===== src/rtl/irq_pkg.sv =====
package irq_pkg;
  localparam int NEXT = 3;
  localparam int NCNT = 2;
  localparam int NINT = 9;
  localparam int NSRC = NEXT + NINT + NCNT + 1;
  localparam int LVLW = $clog2(NSRC + 2);
  localparam logic [15:0] VEC_TOP = 16'hFFFC;

  localparam int SRC_CNT0 = 11;
  localparam int SRC_KEY  = 13;
  localparam int SRC_ADC  = 14;

  localparam logic [2:0] A_REQ_LO = 3'd0;
  localparam logic [2:0] A_REQ_HI = 3'd1;
  localparam logic [2:0] A_EN_LO  = 3'd2;
  localparam logic [2:0] A_EN_HI  = 3'd3;
  localparam logic [2:0] A_EDGE   = 3'd4;
  localparam logic [2:0] A_DIS    = 3'd5;
  localparam logic [7:0] EDGE_MASK = 8'hC7;
endpackage


===== src/rtl/irq_edge_det.sv =====
module irq_edge_det #(
  parameter int W = 1
) (
  input  logic         clk_i,
  input  logic         rst_ni,
  input  logic [W-1:0] pin_i,
  input  logic [W-1:0] pol_i,
  output logic [W-1:0] hit_o
);
  logic [W-1:0] s1_q, s2_q, lv_q, lv;

  // active level: pin for rising, inverted pin for falling
  assign lv    = ~(s2_q ^ pol_i);
  assign hit_o = lv & ~lv_q;

  always_ff @(posedge clk_i or negedge rst_ni) begin
    if (!rst_ni) begin
      s1_q <= '0;
      s2_q <= '0;
      lv_q <= '1;
    end else begin
      s1_q <= pin_i;
      s2_q <= s1_q;
      lv_q <= lv;
    end
  end
endmodule


===== src/rtl/irq_key_det.sv =====
module irq_key_det #(
  parameter int W = 8
) (
  input  logic         clk_i,
  input  logic         rst_ni,
  input  logic [W-1:0] key_i,
  input  logic [W-1:0] out_i,
  output logic         fall_o
);
  logic [W-1:0] s1_q, s2_q;
  logic         and_q, and_now;

  assign and_now = &(s2_q | out_i);
  assign fall_o  = and_q & ~and_now;

  always_ff @(posedge clk_i or negedge rst_ni) begin
    if (!rst_ni) begin
      s1_q  <= '0;
      s2_q  <= '0;
      and_q <= 1'b0;
    end else begin
      s1_q  <= key_i;
      s2_q  <= s1_q;
      and_q <= and_now;
    end
  end
endmodule


===== src/rtl/irq_prio.sv =====
module irq_prio #(
  parameter int N    = 15,
  parameter int LVLW = 5
) (
  input  logic            clk_i,
  input  logic            rst_ni,
  input  logic [N-1:0]    pend_i,
  input  logic            dis_i,
  input  logic            rst_p_i,
  input  logic            brk_p_i,
  output logic [N-1:0]    grant_o,
  output logic            rst_g_o,
  output logic            brk_g_o,
  output logic            any_o,
  output logic [LVLW-1:0] lvl_o
);
  logic [N-1:0] live;
  logic         found;

  assign live = dis_i ? '0 : pend_i;

  always_comb begin
    grant_o = '0;
    found   = 1'b0;
    lvl_o   = LVLW'(N + 1);
    for (int i = 0; i < N; i++) begin
      if (live[i] && !found) begin
        grant_o[i] = 1'b1;
        found      = 1'b1;
        lvl_o      = LVLW'(i + 1);
      end
    end
    if (rst_p_i) begin
      grant_o = '0;
      lvl_o   = '0;
    end
  end

  assign rst_g_o = rst_p_i;
  assign brk_g_o = !rst_p_i && !found && brk_p_i;
  assign any_o   = rst_p_i || found || brk_p_i;

  a_r4_single_winner: assert property (@(posedge clk_i) disable iff (!rst_ni)
    $onehot0({grant_o, rst_g_o, brk_g_o}));
  a_r4_any_has_winner: assert property (@(posedge clk_i) disable iff (!rst_ni)
    any_o |-> ($countones({grant_o, rst_g_o, brk_g_o}) == 1));
endmodule


===== src/rtl/irq_ctrl.sv =====
module irq_ctrl
  import irq_pkg::*;
#(
  parameter int KEYW = 8
) (
  input  logic            clk_i,
  input  logic            rst_ni,
  input  logic [NEXT-1:0] ext_i,
  input  logic [NCNT-1:0] cnt_i,
  input  logic [KEYW-1:0] key_i,
  input  logic [KEYW-1:0] key_out_i,
  input  logic [NINT-1:0] int_i,
  input  logic            brk_i,
  input  logic            we_i,
  input  logic [2:0]      addr_i,
  input  logic [7:0]      wdata_i,
  output logic [7:0]      rdata_o,
  input  logic            ack_i,
  output logic            irq_o,
  output logic [15:0]     vec_o
);
  localparam int NPIN = NEXT + NCNT;

  logic [NSRC-1:0] req_q, en_q, set_v, sw_clr, ack_clr, grant;
  logic [7:0]      pol_q;
  logic            dis_q, rst_p_q, brk_p_q;
  logic [NPIN-1:0] pin_hit;
  logic            key_fall, rst_g, brk_g, any, take;
  logic [LVLW-1:0] lvl;

  irq_edge_det #(.W(NPIN)) u_edge (
    .clk_i  (clk_i),
    .rst_ni (rst_ni),
    .pin_i  ({cnt_i, ext_i}),
    .pol_i  ({pol_q[7:6], pol_q[2:0]}),
    .hit_o  (pin_hit)
  );

  irq_key_det #(.W(KEYW)) u_key (
    .clk_i  (clk_i),
    .rst_ni (rst_ni),
    .key_i  (key_i),
    .out_i  (key_out_i),
    .fall_o (key_fall)
  );

  irq_prio #(.N(NSRC), .LVLW(LVLW)) u_prio (
    .clk_i   (clk_i),
    .rst_ni  (rst_ni),
    .pend_i  (req_q & en_q),
    .dis_i   (dis_q),
    .rst_p_i (rst_p_q),
    .brk_p_i (brk_p_q),
    .grant_o (grant),
    .rst_g_o (rst_g),
    .brk_g_o (brk_g),
    .any_o   (any),
    .lvl_o   (lvl)
  );

  // source positions follow priority order
  assign set_v = {int_i[8], key_fall, pin_hit[NPIN-1:NEXT], int_i[7:0], pin_hit[NEXT-1:0]};

  always_comb begin
    sw_clr = '0;
    if (we_i && addr_i == A_REQ_LO) sw_clr[7:0] = ~wdata_i;
    if (we_i && addr_i == A_REQ_HI) sw_clr[NSRC-1:8] = ~wdata_i[NSRC-9:0];
  end

  assign take    = ack_i && irq_o;
  assign ack_clr = take ? grant : '0;

  always_ff @(posedge clk_i or negedge rst_ni) begin
    if (!rst_ni) begin
      req_q   <= '0;
      en_q    <= '0;
      pol_q   <= '0;
      dis_q   <= 1'b1;
      rst_p_q <= 1'b1;
      brk_p_q <= 1'b0;
    end else begin
      req_q <= (req_q & ~sw_clr & ~ack_clr) | set_v;
      if (we_i && addr_i == A_EN_LO) en_q[7:0] <= wdata_i;
      if (we_i && addr_i == A_EN_HI) en_q[NSRC-1:8] <= wdata_i[NSRC-9:0];
      if (we_i && addr_i == A_EDGE)  pol_q <= wdata_i & EDGE_MASK;
      if (take)                        dis_q <= 1'b1;
      else if (we_i && addr_i == A_DIS) dis_q <= wdata_i[0];
      if (take && rst_g) rst_p_q <= 1'b0;
      if (brk_i)              brk_p_q <= 1'b1;
      else if (take && brk_g) brk_p_q <= 1'b0;
    end
  end

  always_comb begin
    case (addr_i)
      A_REQ_LO: rdata_o = req_q[7:0];
      A_REQ_HI: rdata_o = {1'b0, req_q[NSRC-1:8]};
      A_EN_LO:  rdata_o = en_q[7:0];
      A_EN_HI:  rdata_o = {1'b0, en_q[NSRC-1:8]};
      A_EDGE:   rdata_o = pol_q;
      A_DIS:    rdata_o = {7'b0, dis_q};
      default:  rdata_o = '0;
    endcase
  end

  assign irq_o = any;
  assign vec_o = any ? VEC_TOP - {{(15 - LVLW){1'b0}}, lvl, 1'b0} : '0;

  a_r2_mask_honoured: assert property (@(posedge clk_i) disable iff (!rst_ni)
    (irq_o && !rst_g && !brk_g) |-> !dis_q);
  a_r5_accept_sets_flag: assert property (@(posedge clk_i) disable iff (!rst_ni)
    (ack_i && irq_o) |=> dis_q);
  a_r10_power_on_wins: assert property (@(posedge clk_i) disable iff (!rst_ni)
    rst_p_q |-> (irq_o && vec_o == VEC_TOP));
  a_r3_no_sw_set: assert property (@(posedge clk_i) disable iff (!rst_ni)
    (we_i && addr_i == A_REQ_LO && set_v[7:0] == 8'h00) |=>
      ((req_q[7:0] & ~$past(req_q[7:0])) == 8'h00));
  a_r8_key_sets_req: assert property (@(posedge clk_i) disable iff (!rst_ni)
    key_fall |=> req_q[SRC_KEY]);
  a_r7_cnt_sets_req: assert property (@(posedge clk_i) disable iff (!rst_ni)
    pin_hit[NEXT] |=> req_q[SRC_CNT0]);
endmodule


===== config.mk =====
export PLATFORM = sky130hd
export DESIGN_NAME = irq_ctrl
export DESIGN_NICKNAME = d
export VERILOG_FILES = /design/src/rtl/irq_pkg.sv /design/src/rtl/irq_edge_det.sv /design/src/rtl/irq_key_det.sv /design/src/rtl/irq_prio.sv /design/src/rtl/irq_ctrl.sv
export SDC_FILE = /design/constraint.sdc
export NUM_CORES = 1
export LEC_CHECK = 0
export BUFFER_PORTS_ARGS = -buffer_cell sky130_fd_sc_hd__buf_2
export CELL_PAD_IN_SITES_DETAIL_PLACEMENT = 1
export CELL_PAD_IN_SITES_GLOBAL_PLACEMENT = 1
export CORE_ASPECT_RATIO = 0.75
export CORE_MARGIN = 2
export CORE_UTILIZATION = 43
export DETAILED_ROUTE_END_ITERATION = 8
export MAX_ROUTING_LAYER = met4
export PLACE_DENSITY_LB_ADDON = 0.1
export SLEW_MARGIN = 30
export SYNTH_ARGS = -nofsm -noshare
export SYNTH_HDL_FRONTEND = slang
export SYNTH_SLANG_ARGS = --single-unit

===== constraint.sdc =====
create_clock -name clk_i -period 3.2 [get_ports clk_i]
set_input_delay 0.32 -clock clk_i [delete_from_list [all_inputs] [get_ports clk_i]]
set_output_delay 0.32 -clock clk_i [all_outputs]
set_load 0.01 [all_outputs]

Yosys cells after proc, flatten, opt, wreduce, memory -nomap -nowiden
Cells that the tools add are included.
{"block": "classes", "addsub": 1, "n_eq_ne": 5, "n_mux": 56, "n_bitwise": 15, "n_reduce_logical": 47}
{"operator": "5-bit 2-to-1 mux", "n": 16}
{"operator": "8-bit case mux with 6 select lines", "n": 1}
{"operator": "15-bit AND", "n": 3}
{"operator": "15-bit 2-to-1 mux", "n": 3}
{"operator": "1-bit 2-to-1 mux", "n": 33}
{"operator": "15-bit inverter", "n": 2}
{"operator": "1-bit logical AND", "n": 25}
{"operator": "1-bit logical NOT", "n": 16}
{"operator": "16-bit 2-to-1 mux", "n": 1}
{"operator": "15-bit bitwise OR", "n": 1}
{"operator": "5-bit inverter", "n": 2}
{"operator": "8-bit 2-to-1 mux", "n": 1}
{"operator": "8-bit inverter", "n": 1}
{"operator": "8-bit bitwise OR", "n": 1}
{"operator": "8-bit AND reduction", "n": 1}
{"operator": "3-bit by 7-bit subtractor with 8-bit output (first input constant)", "n": 1}
{"operator": "7-bit 2-to-1 mux", "n": 1}
{"operator": "7-bit inverter", "n": 1}
{"operator": "3-bit by 2-bit equality test with 1-bit output (second input constant)", "n": 2}
{"operator": "3-bit equality test (second input constant)", "n": 2}
{"operator": "5-bit AND", "n": 1}
{"operator": "5-bit XOR", "n": 1}
{"operator": "2-bit nonzero test", "n": 2}
{"operator": "3-bit by 1-bit equality test with 1-bit output (second input constant)", "n": 1}
{"operator": "4 further kinds", "n": 5}
{"block": "word_totals", "regBits": 70, "in_bits": 46, "out_inout_bits": 25}

Longest topological paths before layout
{"block": "depth", "depth_word": 52, "mapped_depth": 9}

Cells and area by module
A second synthesis with hierarchy kept.
{"block": "hier_totals", "hier_cells": 306, "area_unflattened_um2": 3517.1}
{"module": "irq_ctrl", "instances": 1, "cells_each": 196, "area_each_um2": 2198.4, "seq_area_each_um2": 953.4}
{"module": "irq_edge_det", "instances": 1, "cells_each": 25, "area_each_um2": 469.2, "seq_area_each_um2": 381.6}
{"module": "irq_key_det", "instances": 1, "cells_each": 23, "area_each_um2": 467.9, "seq_area_each_um2": 425.4}
{"module": "irq_prio", "instances": 1, "cells_each": 62, "area_each_um2": 381.6, "seq_area_each_um2": 0.0}

Least setup slack after synthesis
OpenSTA, ideal clock, no wires.
{"block": "synth_path", "path_kind": "reg-to-output", "from": "reg req_q[10]", "to": "out vec_o[3]", "t_arrival_ns": 2.076, "slack_ns": 0.804, "stages_incl_launch_ff": 9, "path_cell_list": "dfrtp_1 -> a222oi_1 -> nor2_2 -> nor4b_1 -> nor3_1 -> o21ai_0 -> ha_1 -> and2_1 -> o21a_1"}
{"block": "synth_via", "elab_chain_len": 19, "elab_cells_between_ends": 26}
{"element": "from (decl)", "line_no": "irq_ctrl.sv:24", "rtl": "logic [NSRC-1:0] req_q, en_q, set_v, sw_clr, ack_clr, grant;"}
{"element": "from (signal assigned)", "line_no": "irq_ctrl.sv:82", "rtl": "req_q <= (req_q & ~sw_clr & ~ack_clr) | set_v;"}
{"element": "15-bit AND *", "line_no": "irq_ctrl.sv:50", "rtl": ".pend_i (req_q & en_q),"}
{"element": "15-bit 2-to-1 mux *", "line_no": "irq_prio.sv:20", "rtl": "assign live = dis_i ? '0 : pend_i;"}
{"element": "1-bit logical AND *", "line_no": "irq_prio.sv:27", "rtl": "if (live[i] && !found) begin"}
{"element": "1-bit 2-to-1 mux", "line_no": "irq_prio.sv:27"}
{"element": "1-bit logical NOT", "line_no": "irq_prio.sv:27"}
{"element": "1-bit logical AND", "line_no": "irq_prio.sv:27"}
{"element": "1-bit 2-to-1 mux", "line_no": "irq_prio.sv:27"}
{"element": "1-bit logical NOT", "line_no": "irq_prio.sv:27"}
{"element": "(+3 left out)"}
{"element": "1-bit logical AND", "line_no": "irq_prio.sv:27"}
{"element": "1-bit 2-to-1 mux", "line_no": "irq_prio.sv:27"}
{"element": "1-bit logical NOT", "line_no": "irq_prio.sv:27"}
{"element": "1-bit logical AND", "line_no": "irq_prio.sv:27"}
{"element": "5-bit 2-to-1 mux or 1-bit 2-to-1 mux (tied branches)", "line_no": "irq_prio.sv:27"}
{"element": "5-bit 2-to-1 mux or 1-bit logical OR (tied branches)", "line_no": "irq_prio.sv:33, irq_prio.sv:41"}
{"element": "3-bit by 7-bit subtractor with 8-bit output or 1-bit logical OR (tied branches)", "line_no": "irq_ctrl.sv:107, irq_prio.sv:41"}
{"element": "16-bit 2-to-1 mux *", "line_no": "irq_ctrl.sv:107", "rtl": "assign vec_o = any ? VEC_TOP - {{(15 - LVLW){1'b0}}, lvl, 1'b0} : '0;"}
{"element": "to (decl)", "line_no": "irq_ctrl.sv:20", "rtl": "output logic [15:0] vec_o"}
Every way passes the cells marked *; elsewhere a longest branch is shown, timed or not.

Worst setup path after layout
{"block": "layout_path", "from": "reg dis_q", "to": "out vec_o[3]"}
{"block": "layout_via", "elab_chain_len": 47, "elab_cells_between_ends": 64}
{"element": "from (decl)", "line_no": "irq_ctrl.sv:26", "rtl": "logic dis_q, rst_p_q, brk_p_q;"}
{"element": "from (signal assigned)", "line_no": "irq_ctrl.sv:87", "rtl": "else if (we_i && addr_i == A_DIS) dis_q <= wdata_i[0];"}
{"element": "15-bit 2-to-1 mux *", "line_no": "irq_prio.sv:20"}
{"element": "1-bit 2-to-1 mux", "line_no": "irq_prio.sv:27"}
{"element": "1-bit logical NOT", "line_no": "irq_prio.sv:27"}
{"element": "1-bit logical AND", "line_no": "irq_prio.sv:27"}
{"element": "1-bit 2-to-1 mux", "line_no": "irq_prio.sv:27"}
{"element": "1-bit logical NOT", "line_no": "irq_prio.sv:27"}
{"element": "1-bit logical AND", "line_no": "irq_prio.sv:27"}
{"element": "1-bit 2-to-1 mux", "line_no": "irq_prio.sv:27"}
{"element": "(+31 left out)"}
{"element": "1-bit logical AND", "line_no": "irq_prio.sv:27"}
{"element": "1-bit 2-to-1 mux", "line_no": "irq_prio.sv:27"}
{"element": "1-bit logical NOT", "line_no": "irq_prio.sv:27"}
{"element": "1-bit logical AND", "line_no": "irq_prio.sv:27"}
{"element": "5-bit 2-to-1 mux or 1-bit 2-to-1 mux (tied branches)", "line_no": "irq_prio.sv:27"}
{"element": "5-bit 2-to-1 mux or 1-bit logical OR (tied branches)", "line_no": "irq_prio.sv:33, irq_prio.sv:41"}
{"element": "3-bit by 7-bit subtractor with 8-bit output or 1-bit logical OR (tied branches)", "line_no": "irq_ctrl.sv:107, irq_prio.sv:41"}
{"element": "16-bit 2-to-1 mux *", "line_no": "irq_ctrl.sv:107"}
Marked as above.

==> metrics.cfg <==
[synthesis]
synth_common_cells=dfrtp_1, mux2_2, nor2_1
synth_warnings=0
synth.distinct_cells=58
post-synth-top-count-cell=dfrtp_1
synth_fp_nets=350
async_reset_ff_share_pct=100
ys_seq_area_share_pct=52.1
avgSynthCellArea_um2=11.2
synth_area_leaders=dfrtp_1, mux2_2, dfstp_2
synth_area_leader_cell=dfrtp_1
synth_top_area_share_pct=46.6
synth.ff_latch_count=70
postSynthCellCount=303
ys.flop_type=dfrtp_1
synth_edf_count=0
syn_area_um2=3380

[sta]
period_minus_slack_ns=3.04
maxSlewHeadroom_pct=43.9
hold_slack_ns=0.0584
fin_crit_sh_pct=95.1
fmax_mhz=329
finalHoldViolCount=0
setup_viol=0
skew_ns=0.00871
slew_violations=0
worstMarginPinSlew_ns=0.838
final.setup.tns_ns=0

[setup_path]
reg2reg_slack_ns=0.90
path_delay_family=compound AO/OA/AOI/OAI gates
r2r_end=req_q[8]
slowest_stage=dfstp_4
path_max_fanout=14
r2r_start=dis_q
criticalPathCategory=reg2out
path_buf_inv=1
critical_path.startpoint_type=flop
cpPeakStageDelay_ns=0.73
rr_worst_depth=7
path_cells=nand3b_1 -> o21ai_4 -> o32ai_1 -> nor3_1 -> o21ai_0 -> ha_1 -> and2_1 -> o21a_1 -> buf_2
cp.required_ns=2.88
cp_data_arrival_time_ns=2.72
critPathCaptureType=output pin

[floorplanning]
fp.dieH_um=80.8
die_w_um=106
core_um2=7470
core.rowCount=27
pin_count=71
floorplan.initialDensity_pct=45.3
die-area_um2=8590

[clock_tree]
clockBufferDepth=2
cts_root_buf=clkbuf_8
cts_tree=yes
cts.sinks=70
htreeDepth=3
clk_pin_slew_ns=0.08
clock_latency_ns=0.36
cts-buffers-inserted=9

[placement]
io_buffers=69
placed_area_um2=3760
hpwl_mm=6.79
dp_cells=457
gp_congestion=0.844

[grt]
grt_max_degree=43
overflow=0
grt_util_all_layers_pct=24.8
antenna_found_initial=0
grt_pass1_wl_mm=15.3
grt_pass1_vias=2794

[pwr]
finalPower_w=0.00251
ir_drop_mv=0.402
p_leak_nw=1.75
powerDensity_nw_per_um2=615

[finish]
final_cells=476
fin_area_um2=4080
diodes=0
nets=417
drive_gt1_share_pct=36.5
syn_to_final_growth_pct=20.7

[routing]
routed_via_density=5.75
drc_errors=0
drt_first_iter_violations=167
wl_mm=9.42
wl_per_cell_um=19.8
dr.pass1.iters=4
postRouteAntennaNets=0
vias=2739

[run]
cap_viol_max_count=0

[outcome]
status=complete, no violations

[min_path]
holdCritStartpoint=key_i[4]
hold_depth=1
hold_class=in2reg
hold_end=u_key.s1_q[4]

-- flip-flops by register name (all words and copies together) (netlist names) --
name and count:
pol_q 5, req_q 15, brk_p_q 1, rst_p_q 1, u_key.and_q 1, u_edge.s1_q 5
u_edge.s2_q 5, en_q 15, u_edge.lv_q 5, u_key.s1_q 8, u_key.s2_q 8, dis_q 1
-- timing repair --
action,in CTS,in global routing
setup buffers,0,2
hold endpoints to repair,23,0
pin swaps,0,0
setup endpoints to repair,2,3
resized for setup,1,8
hold buffers,1,0
cloned,0,0
-- cell families (layout without fill, tap and decap cells) --
| logic type | after synthesis | in the layout | synth area share (%) |
|---|---|---|---|
| AO/OA/AOI/OAI | 80 | 80 | 16.2 |
| buffers and inverters | 26 | 98 | 4.15 |
| other | 1 | 1 | 0.111 |
| multiplexers | 33 | 33 | 11.7 |
| AND/OR/NAND/NOR | 87 | 87 | 14.1 |
| XOR/XNOR | 5 | 5 | 1.30 |
| flip-flops | 70 | 70 | 52.1 |
| adder cells (fa/ha/maj) | 1 | 1 | 0.370 |
-- final cells by class --
type,count,area [µm²]
flip-flops and latches,70,1760
clock inverters,7,120
clock buffers,9,124
multi-input cells,207,1520
well taps,101,126
fillers,815,3390
inverters,6,22.5
repair buffers,76,407
-- cells in the final DEF (no fill, tap or decap), types with 4 or more instances in the layout --
master / netlist / layout
a22oi_1: 7 / 4
o21bai_1: 4 / 4
dfstp_2: 7 / 6
a21oi_1: 10 / 10
a31oi_1: 5 / 5
buf_2: 1 / 69
clkbuf_8: 0 / 10
inv_1: 6 / 6
o21a_1: 4 / 4
buf_4: 11 / 5
nand2_1: 17 / 17
o21ai_0: 20 / 20
nor2b_1: 8 / 8
dfrtp_1: 63 / 63
mux2i_1: 8 / 8
nor2_1: 22 / 21
xnor2_1: 5 / 5
o22ai_1: 6 / 6
mux2_2: 22 / 22
nand3_1: 7 / 7
nand2b_1: 6 / 6
nor3_1: 5 / 5
-- power breakdown --
part	total, W	switching [W]	internal, W
registers	0.00113	0.000122	0.00100
logic	0.000509	0.000271	0.000238
clock network	0.000875	0.000355	0.000520
total	0.00251	0.000748	0.00176
-- metal layers --
layer	GRT usage (%)	vias up	share of wire [%]
met3	6.42	23	7.0
met2	37.2	101	46
met5	-	-	0
met1	33.0	1374	45
li1	-	1241	-
met4	8.95	0	2.3
-- how the worst max path moves through the flow --
stage                    from  endpoint  cells after the start
global placement        dis_q  vec_o[3]                      9
global route            dis_q  vec_o[3]                      9
floorplan           req_q[10]  vec_o[3]                      8
CTS                     dis_q  vec_o[3]                      9
finish                  dis_q  vec_o[3]                      9
detailed placement      dis_q  vec_o[3]                      9
-- metrics by stage --
| stage | setup slack [ns] | util (%) |
|---|---|---|
| 4_1_cts | 0.0332 | 53.9 |
| 3_5_place_dp | 0.343 | 50.4 |
| 6_report | 0.156 | 54.7 |
| 5_1_grt | -0.00476 | 54.7 |
| 2_1_floorplan | 0.804 | - |
| 3_3_place_gp | 0.441 | 50.4 |
No activity file was read; power rests on OpenSTA's default activity.
